`config.mk`:
```
export PLATFORM = sky130hd
export DESIGN_NAME = spi_regfile_slave
export DESIGN_NICKNAME = d
export VERILOG_FILES = /design/src/rtl/spicmd_pkg.sv /design/src/rtl/spicmd_shifter.sv /design/src/rtl/spicmd_regs.sv /design/src/rtl/spicmd_engine.sv /design/src/rtl/spi_regfile_slave.sv
export SDC_FILE = /design/constraint.sdc
export NUM_CORES = 2
export LEC_CHECK = 0
export BUFFER_PORTS_ARGS = -buffer_cell sky130_fd_sc_hd__buf_2
export CORE_AREA = 2 2 452 454
export DETAILED_ROUTE_END_ITERATION = 10
export DIE_AREA = 0 0 454 456
export HOLD_SLACK_MARGIN = 0.06
export PLACE_DENSITY_LB_ADDON = 0.12
export SLEW_MARGIN = 20
export SYNTH_ARGS = -nofsm -noshare
export SYNTH_HDL_FRONTEND = slang
export SYNTH_SLANG_ARGS = --single-unit
export TNS_END_PERCENT = 10
```
`constraint.sdc`:
```
create_clock -name clk -period 3.1 [get_ports clk]
set_clock_uncertainty 0.1 [all_clocks]
set_input_delay 0.31 -clock clk [delete_from_list [all_inputs] [get_ports clk]]
set_output_delay 0.31 -clock clk [all_outputs]
set_load 0.02 [all_outputs]
```
`src/rtl/spicmd_pkg.sv`:
```
package spicmd_pkg;
  localparam int ADDR_W    = 7;
  localparam int DEPTH     = 1 << ADDR_W;
  localparam int BYTE_W    = 8;
  localparam int CNT_W     = $clog2(BYTE_W);
  localparam int NUM_TX    = 3;
  localparam int NUM_RX    = 2;
  localparam int TXREQ_BIT = 3;
  localparam int MODE_LSB  = 5;

  localparam logic [BYTE_W-1:0] OP_WRITE  = 8'h02;
  localparam logic [BYTE_W-1:0] OP_READ   = 8'h03;
  localparam logic [BYTE_W-1:0] OP_MODIFY = 8'h05;
  localparam logic [BYTE_W-1:0] OP_STATUS = 8'hA0;
  localparam logic [BYTE_W-1:0] OP_RESET  = 8'hC0;

  localparam logic [ADDR_W-1:0] A_MODE_STAT = 7'h0E;
  localparam logic [ADDR_W-1:0] A_MODE_CTRL = 7'h0F;
  localparam logic [ADDR_W-1:0] A_IRQ_FLAGS = 7'h2C;
  localparam logic [BYTE_W-1:0] CTRL_RESET_VAL = 8'h87;

  typedef logic [BYTE_W-1:0] byte_t;
  typedef logic [ADDR_W-1:0] addr_t;

  typedef enum logic [3:0] {
    ST_OPC, ST_ADDR, ST_RDSTREAM, ST_WRSTREAM, ST_MASK,
    ST_MODDATA, ST_STATUS, ST_RSTWAIT, ST_IDLE
  } eng_state_e;

  typedef enum logic [1:0] {AK_WRITE, AK_READ, AK_MODIFY} addr_kind_e;

  // Masked merge used by both plain writes (mask all ones) and modify.
  function automatic byte_t merge_masked(byte_t old_v, byte_t new_v, byte_t mask);
    return (old_v & ~mask) | (new_v & mask);
  endfunction

  function automatic addr_t tx_ctrl_addr(int unsigned idx);
    return addr_t'((idx + 3) << 4);
  endfunction

  function automatic addr_t rx_ctrl_addr(int unsigned idx);
    return addr_t'((idx + 6) << 4);
  endfunction

  function automatic logic op_is_load(byte_t op);
    return (op[7:3] == 5'b01000) && !op[0] && (int'(op[2:1]) < NUM_TX);
  endfunction

  function automatic logic op_is_rts(byte_t op);
    return (op[7:3] == 5'b10000) && (op[2:0] != 3'b000);
  endfunction

  function automatic logic op_is_rxread(byte_t op);
    return (op[7:3] == 5'b10010) && (op[1:0] == 2'b00);
  endfunction

  function automatic byte_t status_pack(logic [NUM_RX-1:0] rxf, logic [NUM_TX-1:0] txq);
    byte_t s;
    s = '0;
    s[NUM_RX-1:0]      = rxf;
    s[NUM_RX +: NUM_TX] = txq;
    return s;
  endfunction

  function automatic byte_t reg_default(addr_t a);
    return (a == A_MODE_CTRL) ? CTRL_RESET_VAL : '0;
  endfunction
endpackage

```
`src/rtl/spicmd_shifter.sv`:
```
module spicmd_shifter
  import spicmd_pkg::*;
#(
  parameter int SYNC_STAGES = 2
) (
  input  logic             clk,
  input  logic             rst_n,
  input  logic             sclk,
  input  logic             cs_n,
  input  logic             mosi,
  input  byte_t            tx_byte,
  output logic             byte_done,
  output byte_t            rx_byte,
  output logic             frame_start,
  output logic             frame_end,
  output logic             cs_active,
  output logic             miso_bit,
  output logic [CNT_W-1:0] bit_cnt
);
  logic [SYNC_STAGES-1:0] sclk_q, cs_q, mosi_q;
  logic sclk_s, cs_s, mosi_s, sclk_d, cs_d;
  logic sclk_rise, sclk_fall;
  byte_t in_sr, out_sr;

  assign sclk_s = sclk_q[SYNC_STAGES-1];
  assign cs_s   = cs_q[SYNC_STAGES-1];
  assign mosi_s = mosi_q[SYNC_STAGES-1];

  always_ff @(posedge clk or negedge rst_n) begin
    if (!rst_n) begin
      sclk_q <= '0;
      cs_q   <= '1;
      mosi_q <= '0;
      sclk_d <= 1'b0;
      cs_d   <= 1'b1;
    end else begin
      sclk_q <= {sclk_q[SYNC_STAGES-2:0], sclk};
      cs_q   <= {cs_q[SYNC_STAGES-2:0], cs_n};
      mosi_q <= {mosi_q[SYNC_STAGES-2:0], mosi};
      sclk_d <= sclk_s;
      cs_d   <= cs_s;
    end
  end

  assign sclk_rise   = sclk_s & ~sclk_d;
  assign sclk_fall   = ~sclk_s & sclk_d;
  assign frame_start = cs_d & ~cs_s;
  assign frame_end   = cs_s & ~cs_d;
  assign cs_active   = ~cs_s;
  assign miso_bit    = out_sr[BYTE_W-1];

  always_ff @(posedge clk or negedge rst_n) begin
    if (!rst_n) begin
      bit_cnt   <= '0;
      in_sr     <= '0;
      out_sr    <= '0;
      rx_byte   <= '0;
      byte_done <= 1'b0;
    end else begin
      byte_done <= 1'b0;
      if (cs_s) begin
        // idle or frame cut: any partial byte is dropped here
        bit_cnt <= '0;
        out_sr  <= '0;
      end else begin
        if (sclk_rise) begin
          in_sr <= {in_sr[BYTE_W-2:0], mosi_s};
          if (bit_cnt == CNT_W'(BYTE_W - 1)) begin
            bit_cnt   <= '0;
            byte_done <= 1'b1;
            rx_byte   <= {in_sr[BYTE_W-2:0], mosi_s};
          end else begin
            bit_cnt <= bit_cnt + 1'b1;
          end
        end
        if (sclk_fall) begin
          if (bit_cnt == '0) out_sr <= tx_byte;
          else               out_sr <= {out_sr[BYTE_W-2:0], 1'b0};
        end
      end
    end
  end
endmodule

```
`src/rtl/spicmd_regs.sv`:
```
module spicmd_regs
  import spicmd_pkg::*;
(
  input  logic              clk,
  input  logic              rst_n,
  input  logic              soft_rst,
  input  logic              wr_en,
  input  addr_t             wr_addr,
  input  byte_t             wr_data,
  input  byte_t             wr_mask,
  input  logic              poke_en,
  input  addr_t             poke_addr,
  input  byte_t             poke_data,
  input  logic [NUM_TX-1:0] txreq_set,
  input  logic [NUM_RX-1:0] rxflag_clr,
  input  addr_t             rd_addr,
  output byte_t             rd_data,
  output byte_t             status_byte,
  output logic [NUM_TX-1:0] txreq_bits,
  output logic [NUM_RX-1:0] rx_flags
);
  byte_t mem [DEPTH];

  always_ff @(posedge clk or negedge rst_n) begin
    if (!rst_n) begin
      for (int i = 0; i < DEPTH; i++) mem[i] <= reg_default(addr_t'(i));
    end else if (soft_rst) begin
      for (int i = 0; i < DEPTH; i++) mem[i] <= reg_default(addr_t'(i));
    end else begin
      if (poke_en) mem[poke_addr] <= poke_data;
      if (wr_en && (wr_addr != A_MODE_STAT))
        mem[wr_addr] <= merge_masked(mem[wr_addr], wr_data, wr_mask);
      for (int t = 0; t < NUM_TX; t++)
        if (txreq_set[t]) mem[tx_ctrl_addr(t)][TXREQ_BIT] <= 1'b1;
      for (int r = 0; r < NUM_RX; r++)
        if (rxflag_clr[r]) mem[A_IRQ_FLAGS][r] <= 1'b0;
    end
  end

  // The mode status location mirrors the request field of the control byte.
  always_comb begin
    if (rd_addr == A_MODE_STAT)
      rd_data = {mem[A_MODE_CTRL][BYTE_W-1:MODE_LSB], {MODE_LSB{1'b0}}};
    else
      rd_data = mem[rd_addr];
  end

  for (genvar t = 0; t < NUM_TX; t++) begin : g_txreq
    assign txreq_bits[t] = mem[tx_ctrl_addr(t)][TXREQ_BIT];
  end

  assign rx_flags    = mem[A_IRQ_FLAGS][NUM_RX-1:0];
  assign status_byte = status_pack(rx_flags, txreq_bits);
endmodule

```
`src/rtl/spicmd_engine.sv`:
```
module spicmd_engine
  import spicmd_pkg::*;
(
  input  logic              clk,
  input  logic              rst_n,
  input  logic              frame_start,
  input  logic              frame_end,
  input  logic              byte_done,
  input  byte_t             rx_byte,
  input  byte_t             rd_data,
  input  byte_t             status_byte,
  output addr_t             rd_addr,
  output byte_t             tx_byte,
  output logic              wr_en,
  output addr_t             wr_addr,
  output byte_t             wr_data,
  output byte_t             wr_mask,
  output logic [NUM_TX-1:0] txreq_set,
  output logic [NUM_RX-1:0] rxflag_clr,
  output logic              soft_rst
);
  eng_state_e        state;
  addr_kind_e        kind;
  addr_t             ptr;
  byte_t             mask_q;
  logic [NUM_RX-1:0] clr_pend;

  always_comb begin
    if (state == ST_OPC)       rd_addr = rx_ctrl_addr(int'(rx_byte[2])) + addr_t'(1);
    else if (state == ST_ADDR) rd_addr = rx_byte[ADDR_W-1:0];
    else                       rd_addr = ptr;
  end

  assign wr_en     = byte_done && ((state == ST_WRSTREAM) || (state == ST_MODDATA));
  assign wr_addr   = ptr;
  assign wr_data   = rx_byte;
  assign wr_mask   = (state == ST_MODDATA) ? mask_q : '1;
  assign txreq_set = (byte_done && (state == ST_OPC) && op_is_rts(rx_byte))
                     ? rx_byte[NUM_TX-1:0] : '0;
  assign rxflag_clr = frame_end ? clr_pend : '0;
  assign soft_rst   = frame_end && (state == ST_RSTWAIT);

  always_ff @(posedge clk or negedge rst_n) begin
    if (!rst_n) begin
      state    <= ST_IDLE;
      kind     <= AK_WRITE;
      ptr      <= '0;
      mask_q   <= '0;
      clr_pend <= '0;
      tx_byte  <= '0;
    end else if (frame_start) begin
      state    <= ST_OPC;
      clr_pend <= '0;
      tx_byte  <= '0;
    end else if (frame_end) begin
      state    <= ST_IDLE;
      clr_pend <= '0;
    end else if (byte_done) begin
      tx_byte <= '0;
      unique case (state)
        ST_OPC: begin
          if (rx_byte == OP_WRITE) begin
            kind <= AK_WRITE; state <= ST_ADDR;
          end else if (rx_byte == OP_READ) begin
            kind <= AK_READ; state <= ST_ADDR;
          end else if (rx_byte == OP_MODIFY) begin
            kind <= AK_MODIFY; state <= ST_ADDR;
          end else if (rx_byte == OP_STATUS) begin
            tx_byte <= status_byte; state <= ST_STATUS;
          end else if (rx_byte == OP_RESET) begin
            state <= ST_RSTWAIT;
          end else if (op_is_load(rx_byte)) begin
            ptr   <= tx_ctrl_addr(int'(rx_byte[2:1])) + addr_t'(1);
            state <= ST_WRSTREAM;
          end else if (op_is_rxread(rx_byte)) begin
            tx_byte <= rd_data;
            ptr     <= rd_addr + addr_t'(1);
            clr_pend[rx_byte[2]] <= 1'b1;
            state   <= ST_RDSTREAM;
          end else begin
            state <= ST_IDLE;
          end
        end
        ST_ADDR: begin
          ptr <= rx_byte[ADDR_W-1:0];
          if (kind == AK_READ) begin
            tx_byte <= rd_data;
            ptr     <= rd_addr + addr_t'(1);
            state   <= ST_RDSTREAM;
          end else if (kind == AK_MODIFY) begin
            state <= ST_MASK;
          end else begin
            state <= ST_WRSTREAM;
          end
        end
        ST_RDSTREAM: begin
          tx_byte <= rd_data;
          ptr     <= ptr + addr_t'(1);
        end
        ST_WRSTREAM: ptr <= ptr + addr_t'(1);
        ST_MASK: begin
          mask_q <= rx_byte;
          state  <= ST_MODDATA;
        end
        ST_STATUS:  tx_byte <= status_byte;
        ST_MODDATA: state <= ST_IDLE;
        ST_RSTWAIT: state <= ST_IDLE;
        default:    state <= ST_IDLE;
      endcase
    end
  end
endmodule

```
`src/rtl/spi_regfile_slave.sv`:
```
module spi_regfile_slave
  import spicmd_pkg::*;
#(
  parameter int SYNC_STAGES = 2
) (
  input  logic              clk,
  input  logic              rst_n,
  input  logic              spi_sclk,
  input  logic              spi_cs_n,
  input  logic              spi_mosi,
  output logic              spi_miso,
  output logic              spi_miso_oe,
  input  logic              poke_en,
  input  logic [ADDR_W-1:0] poke_addr,
  input  logic [BYTE_W-1:0] poke_data,
  output logic [NUM_TX-1:0] tx_start,
  output logic              soft_rst
);
  // named internal events, also observed by the bound checker
  logic              byte_done, frame_start, frame_end, cs_active, miso_bit;
  logic [CNT_W-1:0]  bit_cnt;
  byte_t             rx_byte, tx_byte, rd_data, status_byte, wr_data, wr_mask;
  addr_t             rd_addr, wr_addr;
  logic              wr_en;
  logic [NUM_TX-1:0] txreq_set, txreq_bits;
  logic [NUM_RX-1:0] rxflag_clr, rx_flags;

  spicmd_shifter #(.SYNC_STAGES(SYNC_STAGES)) u_shift (
    .clk(clk), .rst_n(rst_n), .sclk(spi_sclk), .cs_n(spi_cs_n), .mosi(spi_mosi),
    .tx_byte(tx_byte), .byte_done(byte_done), .rx_byte(rx_byte),
    .frame_start(frame_start), .frame_end(frame_end), .cs_active(cs_active),
    .miso_bit(miso_bit), .bit_cnt(bit_cnt)
  );

  spicmd_engine u_eng (
    .clk(clk), .rst_n(rst_n), .frame_start(frame_start), .frame_end(frame_end),
    .byte_done(byte_done), .rx_byte(rx_byte), .rd_data(rd_data),
    .status_byte(status_byte), .rd_addr(rd_addr), .tx_byte(tx_byte),
    .wr_en(wr_en), .wr_addr(wr_addr), .wr_data(wr_data), .wr_mask(wr_mask),
    .txreq_set(txreq_set), .rxflag_clr(rxflag_clr), .soft_rst(soft_rst)
  );

  spicmd_regs u_regs (
    .clk(clk), .rst_n(rst_n), .soft_rst(soft_rst),
    .wr_en(wr_en), .wr_addr(wr_addr), .wr_data(wr_data), .wr_mask(wr_mask),
    .poke_en(poke_en), .poke_addr(poke_addr), .poke_data(poke_data),
    .txreq_set(txreq_set), .rxflag_clr(rxflag_clr), .rd_addr(rd_addr),
    .rd_data(rd_data), .status_byte(status_byte), .txreq_bits(txreq_bits),
    .rx_flags(rx_flags)
  );

  assign spi_miso_oe = cs_active;
  assign spi_miso    = cs_active & miso_bit;
  assign tx_start    = txreq_set;
endmodule

```
* After elaboration in Yosys (flattened, before gate mapping) *
Index checks and enable logic that the tools add are counted.

operators by class
  $add $sub $neg = 7
  $lt $le $gt $ge = 8
  equality and inequality tests = 34
  muxes and demuxes = 86
  bitwise operators = 19
  reduce and logical (&&, ||, !) cells = 36

operators with widths
  kind                 count
  $mux 1024            4
  $bwmux 1024          2
  $mux 8               22
  $bmux 8 s7           2
  $demux 8 s7          2
  $mux 7               10
  $mux 4               11
  $pmux 8 s4           1
  $mux 2               15
  $add 7x1->7 const B  4
  $ge 8x8->1 const B   3
  $not 7->8            3
  $pmux 7 s3           1
  $ne 3x2->1 const B   6
  $reduce_bool 3->1    6
  $and 8x8->8          2
  $eq 4x3->1 const B   4
  $eq 8x2->1 const B   2
  $eq 8x8->1 const B   2
  $lt 8x1->1 const B   2
  $pmux 4 s4           1
  $mux 3               5
  $logic_and 1x1->1    12
  $ne 2x2->1 const B   6
  39 further kinds     62

storage, ports and cells
  flip-flop bits (word level) = 1090
  input bits = 21
  output and inout bits = 6
  logic and storage cells = 334

* Logic depth before layout (Yosys ltp) *
  word-level depth = 19
  depth in mapped cells = 15
  mapped depth without buffers = 10

* By module *
From an unflattened synthesis, not the netlist that was laid out.

second synthesis, totals
  cell total of the unflattened synthesis = 7173
  area, all modules = 71756.3 um^2

modules (own cells, without submodules)
  module             instances  cells each  area each (um^2)  sequential area each (um^2)
  spicmd_regs        1          6782        67913.9           25629.6
  spicmd_engine      1          296         2409.8            777.0
  spicmd_shifter     1          94          1426.4            879.6
  spi_regfile_slave  1          1           6.3               0.0

* Worst setup path after synthesis *
OpenSTA, ideal clock, no wires.

  path kind = flip-flop to flip-flop
  start = register u_eng.ptr[1], in the netlist u_eng.wr_addr[1]
  end = register u_eng.tx_byte[7]
  library setup time = 0.087 ns
  arrival time = 2.851 ns
  data required time = 2.913 ns
  setup slack = 0.063 ns
  cell stages (with the launch flop) = 15
  buffers on the path = 6
  period minus slack after synthesis = 3.037 ns
  path through = dfrtp_1 buf_4 buf_6 buf_6 buf_4 mux2i_1 inv_2 buf_2 clkbuf_1 ha_1 nand3_1 o21ai_0 a2111oi_0 nand3_1 o211ai_1

on the way
  cells in the longest elaborated chain, start to end = 18
  elaborated cells on any way between the ends = 20
  classes of those cells = 1 x eq/ne; 18 x mux; 1 x bitwise

RTL lines
  item                                       line                 text
  start, declared                            spicmd_engine.sv:24  addr_t ptr;
  start signal, assigned                     spicmd_engine.sv:73  ptr <= tx_ctrl_addr(int'(rx_byte[2:1])) + addr_t'(1);
  start signal, assigned                     spicmd_engine.sv:77  ptr <= rd_addr + addr_t'(1);
  start signal, assigned                     spicmd_engine.sv:85  ptr <= rx_byte[ADDR_W-1:0];
  $mux 7 *                                   spicmd_engine.sv:30  else if (state == ST_ADDR) rd_addr = rx_byte[ADDR_W-1:0];
  $mux 7 *                                   spicmd_engine.sv:29  if (state == ST_OPC) rd_addr = rx_ctrl_addr(int'(rx_byte[2])) + addr_t'(1);
  $not 7->8 (not written as such)            spicmd_regs.sv:45    rd_data = mem[rd_addr];
  $bmux 8 s7                                 spicmd_regs.sv:45
  $mux 8 (not written as such) (2 in a row)  spicmd_regs.sv:45
  $mux 8 *                                   spicmd_regs.sv:42    if (rd_addr == A_MODE_STAT)
  $mux 8                                     spicmd_engine.sv:75  end else if (op_is_rxread(rx_byte)) begin
  $mux 8                                     spicmd_engine.sv:72  end else if (op_is_load(rx_byte)) begin
  $mux 8                                     spicmd_engine.sv:70  end else if (rx_byte == OP_RESET) begin
  $mux 8                                     spicmd_engine.sv:68  end else if (rx_byte == OP_STATUS) begin
  $mux 8                                     spicmd_engine.sv:66  end else if (rx_byte == OP_MODIFY) begin
  $mux 8                                     spicmd_engine.sv:64  end else if (rx_byte == OP_READ) begin
  $mux 8                                     spicmd_engine.sv:62  if (rx_byte == OP_WRITE) begin
  $pmux 8 s4 *                               spicmd_engine.sv:60  unique case (state)
  $mux 8 *                                   spicmd_engine.sv:58  end else if (byte_done) begin
  $mux 8 *                                   spicmd_engine.sv:55  end else if (frame_end) begin
  $mux 8 *                                   spicmd_engine.sv:51  end else if (frame_start) begin
  end signal, assigned                       spicmd_engine.sv:76  tx_byte <= rd_data;
  end signal, assigned                       spicmd_engine.sv:87  tx_byte <= rd_data;
  end signal, assigned                       spicmd_engine.sv:97  tx_byte <= rd_data;
  end, declared                              spicmd_engine.sv:13  output byte_t tx_byte,

Every way passes the cells marked *; elsewhere a longest branch is shown, timed or not. The select of a mux whose other input is x is not followed.
A chain may end at the register's enable or synchronous reset.

* Worst setup path after layout *
  start = register u_eng.state[1]
  end = register u_eng.tx_byte[5]

on the way
  cells in the longest elaborated chain, start to end = 19
  elaborated cells on any way between the ends = 24
  classes of those cells = 4 x eq/ne; 18 x mux; 1 x bitwise; 1 x reduce/logical

RTL lines
  item                                       line                                      text
  start, declared                            spicmd_engine.sv:22                       eng_state_e state;
  start signal, assigned                     spicmd_engine.sv:45                       state <= ST_IDLE;
  start signal, assigned                     spicmd_engine.sv:52                       state <= ST_OPC;
  start signal, assigned                     spicmd_engine.sv:56                       state <= ST_IDLE;
  $eq 4x1->1                                 spicmd_engine.sv:30, spicmd_engine.sv:60
  $mux 7                                     spicmd_engine.sv:30
  $mux 7                                     spicmd_engine.sv:29
  $not 7->8 (not written as such)            spicmd_regs.sv:45
  $bmux 8 s7                                 spicmd_regs.sv:45
  $mux 8 (not written as such) (2 in a row)  spicmd_regs.sv:45
  $mux 8                                     spicmd_regs.sv:42
  $mux 8                                     spicmd_engine.sv:75
  [2 not listed]                             -
  $mux 8                                     spicmd_engine.sv:68
  $mux 8                                     spicmd_engine.sv:66
  $mux 8                                     spicmd_engine.sv:64
  $mux 8                                     spicmd_engine.sv:62
  $pmux 8 s4 *                               spicmd_engine.sv:60
  $mux 8 *                                   spicmd_engine.sv:58
  $mux 8 *                                   spicmd_engine.sv:55
  $mux 8 *                                   spicmd_engine.sv:51

Marks and branches as above.

==> flow_summary.json <==
{
  "setup_tns_ns": -775.86,
  "routed.top_layer": "met5",
  "cpMostUsedCell": "buf_4",
  "power_per_cell_area_nw_per_um2": 431,
  "setup_slack_ns": -0.985,
  "crit_fanout": 27,
  "via_per_inst": 6.80,
  "pre_cts_slack_ns": -1.47,
  "ctsRootBufferMaster": "clkbuf_16",
  "cts_tree": "built",
  "synth.avg_cell_area_um2": 9.19,
  "antenna_found_initial": 42,
  "cp_top_family": "compound AO/OA/AOI/OAI gates",
  "hold_violations": 0,
  "num_vias": 81900,
  "critPathKind": "flip-flop to flip-flop",
  "nets": 9283,
  "slowest_stage": "a31oi_1",
  "maxCapViolCount": 0,
  "slew_viol_final": 0,
  "rows": 165,
  "ys_seq_elements": 1090,
  "path_depth": 14,
  "routed_wl_um": 479000,
  "hold_depth": 6,
  "post-route-min-period_ns": 4.09,
  "crit_buf_inv": 6,
  "crit_path_end_kind": "flip-flop",
  "slew_headroom": 0.234,
  "required_ns": 3.75,
  "power_uw": 42100,
  "route.detailed.drc": 0,
  "worstPathCellList": "buf_4 -> o31a_2 -> a21oi_4 -> buf_12 -> inv_12 -> buf_6 -> nand2_1 -> buf_4 -> buf_4 -> o221ai_1 -> a31oi_1 -> a22oi_1 -> nand3_1 -> o21ai_1",
  "yosysWarnings": 0,
  "finalCoreUtilization": 0.484,
  "cp_slowest_stage_delay_ns": 0.76,
  "post_drt_wl_per_cell_um": 39.7,
  "ir_worst_vdd_uv": 707,
  "overflow": 0,
  "violations": "setup timing",
  "synth_area_um2": 72400,
  "grt_usage": 0.440,
  "drt-pass1-iter-count": 7,
  "clk_pin_slew_worst_paths_ns": 0.06,
  "clockBufferDepth": 3,
  "drt.antenna.violating_nets": 0,
  "synthFlopType": "dfrtp_1",
  "pin_count": 27,
  "reg2regPathDepth": 14,
  "grt_pass1_wl_um": 641000,
  "die_w_um": 454,
  "dr.first_iter.drc_count": 13700,
  "final_common_cell": "buf_4",
  "synth_nets": 7919,
  "numCtsBuffers": 141,
  "die_h_um": 456,
  "core_um2": 202000,
  "fin_crit_sh": 1.32,
  "ys_seq_area_frac": 0.377,
  "die_area_um2": 207000,
  "postSynthCellCount": 7884,
  "min_path_type": "input pin to flip-flop",
  "synthArstFlopShare": 1.00,
  "p_leak_uw": 0.0426,
  "ys_types": 98,
  "wl_met3_um": 65000,
  "cp_data_arrival_time_ns": 4.74,
  "portBuffers": 26,
  "grt_max_degree": 108,
  "areaGrowthSynthToFinish_pct": 34.7,
  "htreeDepth": 4,
  "insertion_delay_ns": 0.88,
  "hpwl_um": 345000,
  "outcome": "finished with violations",
  "fmax_mhz": 245,
  "drive_gt1_frac": 0.317,
  "initial_core_util": 0.359,
  "num-fill-cells": 19100,
  "drt-met1-wl_um": 183000,
  "wl_met2_um": 189000,
  "most-common-layout-cells": "1582 x buf_4, 1076 x dfrtp_1, 889 x nor2_1, 852 x mux2i_1, 711 x a211oi_1",
  "synth-edff-count": 0,
  "max_slew.worst_pin.slew_ns": 1.14,
  "crit_path_start_kind": "flip-flop",
  "cts_sinks": 1090,
  "setup_viol": 1042,
  "rsz0062_at_grt": "yes",
  "first_global_vias": 75100,
  "gp_congestion": 1.12
}
-- repair_timing --
| item | CTS | global route |
|---|---|---|
| setup endpoints to repair | 1042 | 1042 |
| endpoints found under the hold margin | 1132 | 0 |
| cloned | 1 | 19 |
| hold buffers | 16 | 0 |
| gates resized for setup | 91 | 289 |
| pin swaps | 18 | 49 |
| buffers inserted | 25 | 72 |
-- worst min-delay path: stages --
cell and delay [ns]:
buf_2 0.15, nand4_1 0.15, nor2_1 0.07, buf_4 0.20, mux2i_1 0.16, a211oi_1 0.08
-- Yosys cell counts, types with 25 or more instances --
cell	n	area share
a211oi_1	766	0.079
a21oi_1	477	0.033
a221o_1	42	0.0058
a221oi_1	175	0.021
a22o_1	48	0.0058
a22oi_1	313	0.032
a31oi_1	84	0.0073
buf_2	227	0.016
buf_4	74	0.0077
buf_6	41	0.0064
clkbuf_1	386	0.020
dfrtp_1	1082	0.37
inv_1	38	0.0020
mux2_2	429	0.067
mux2i_1	858	0.12
mux4_2	40	0.012
nand2_1	603	0.031
nand3_1	151	0.010
nand4_1	42	0.0036
nor2_1	943	0.049
nor2b_1	61	0.0053
nor3_1	61	0.0042
nor4_1	28	0.0024
o211ai_1	25	0.0026
o21ai_0	436	0.030
o22ai_1	52	0.0045
-- metrics by stage --
step / hold slack (ns) / cell area, um^2 / instances
2_1_floorplan: -0.0856 / 72400 / 7884
3_3_place_gp: 0.245 / 89300 / 11600
3_5_place_dp: 0.236 / 89300 / 11600
4_1_cts: 0.157 / 95100 / 11900
5_1_grt: 0.227 / 97600 / 12000
6_report: 0.220 / 97600 / 12100
-- kinds of logic (layout without fill, tap and decap cells) --
logic type / after synthesis / in the layout / synth area share
flip-flops: 1090 / 1090 / 0.377
multiplexers: 1328 / 1328 / 0.198
buffers and inverters: 796 / 2269 / 0.0533
XOR/XNOR: 7 / 7 / 0.000846
AND/OR/NAND/NOR: 2016 / 2017 / 0.120
AO/OA/AOI/OAI: 2633 / 2633 / 0.249
adder cells (fa/ha/maj): 14 / 14 / 0.00242
other: 0 / 21 / 0
-- layout make-up --
| type | instances | area [um^2] | share of cell area |
|---|---|---|---|
| multi-input combinational | 5999 | 42900 | 0.440 |
| sequential | 1090 | 27300 | 0.280 |
| timing repair buffer | 1972 | 18900 | 0.194 |
| clock buffer | 194 | 3990 | 0.0409 |
| tap | 2672 | 3340 | 0.0343 |
| clock inverter | 59 | 835 | 0.00855 |
| inverter | 44 | 191 | 0.00196 |
| antenna | 21 | 52.6 | 0.000538 |
-- routing by layer --
metal  vias to the layer above  global-route usage
met5                         -                   0
met4                        28               0.304
met3                      1728               0.155
met1                     40800               0.577
li1                      32700                   -
met2                      6602               0.599
-- power breakdown --
part	switching (uW)	total [uW]	internal (uW)
logic	4440	7630	3190
registers	1340	16700	15400
clock network	7540	17700	10200
-- state kept, by name, indices dropped and copies added, names as in the netlist --
register and cells:
u_shift.sclk_q 2, u_eng.tx_byte 8, u_shift.bit_cnt 3, u_regs.rx_flags 2, u_eng.mask_q 8, u_eng.state 4
u_shift.cs_q 2, u_regs.status_byte 3, u_eng.wr_addr 7, u_shift.rx_byte 8, u_shift.byte_done 1, u_shift.out_sr 8
u_regs.mem 1019, u_shift.in_sr 7, u_shift.cs_d 1, u_eng.kind 2, u_eng.clr_pend 2, u_shift.mosi_q 2
u_shift.sclk_d 1
-- worst paths after layout --
kind | start | end | slack (ns)
worst max-delay path | u_eng.state[1]$_DFFE_PN0P_ | u_eng.tx_byte[5]$_DFFE_PN0P_ | -0.99
worst min-delay path | poke_en | u_regs.mem[450]$_DFF_PN0_ | 0.22
worst max register to register | u_eng.state[1]$_DFFE_PN0P_ | u_eng.tx_byte[5]$_DFFE_PN0P_ | -0.99
worst min register to register | u_shift.sclk_q[0]$_DFF_PN0_ | u_shift.sclk_q[1]$_DFF_PN0_ | 0.25
max in group asynchronous | rst_n | u_regs.mem[746]$_DFF_PN0_ | 1.59
min in group asynchronous | rst_n | u_regs.mem[719]$_DFF_PN0_ | 0.38
Note: power is estimated with default switching activity, not from simulation.
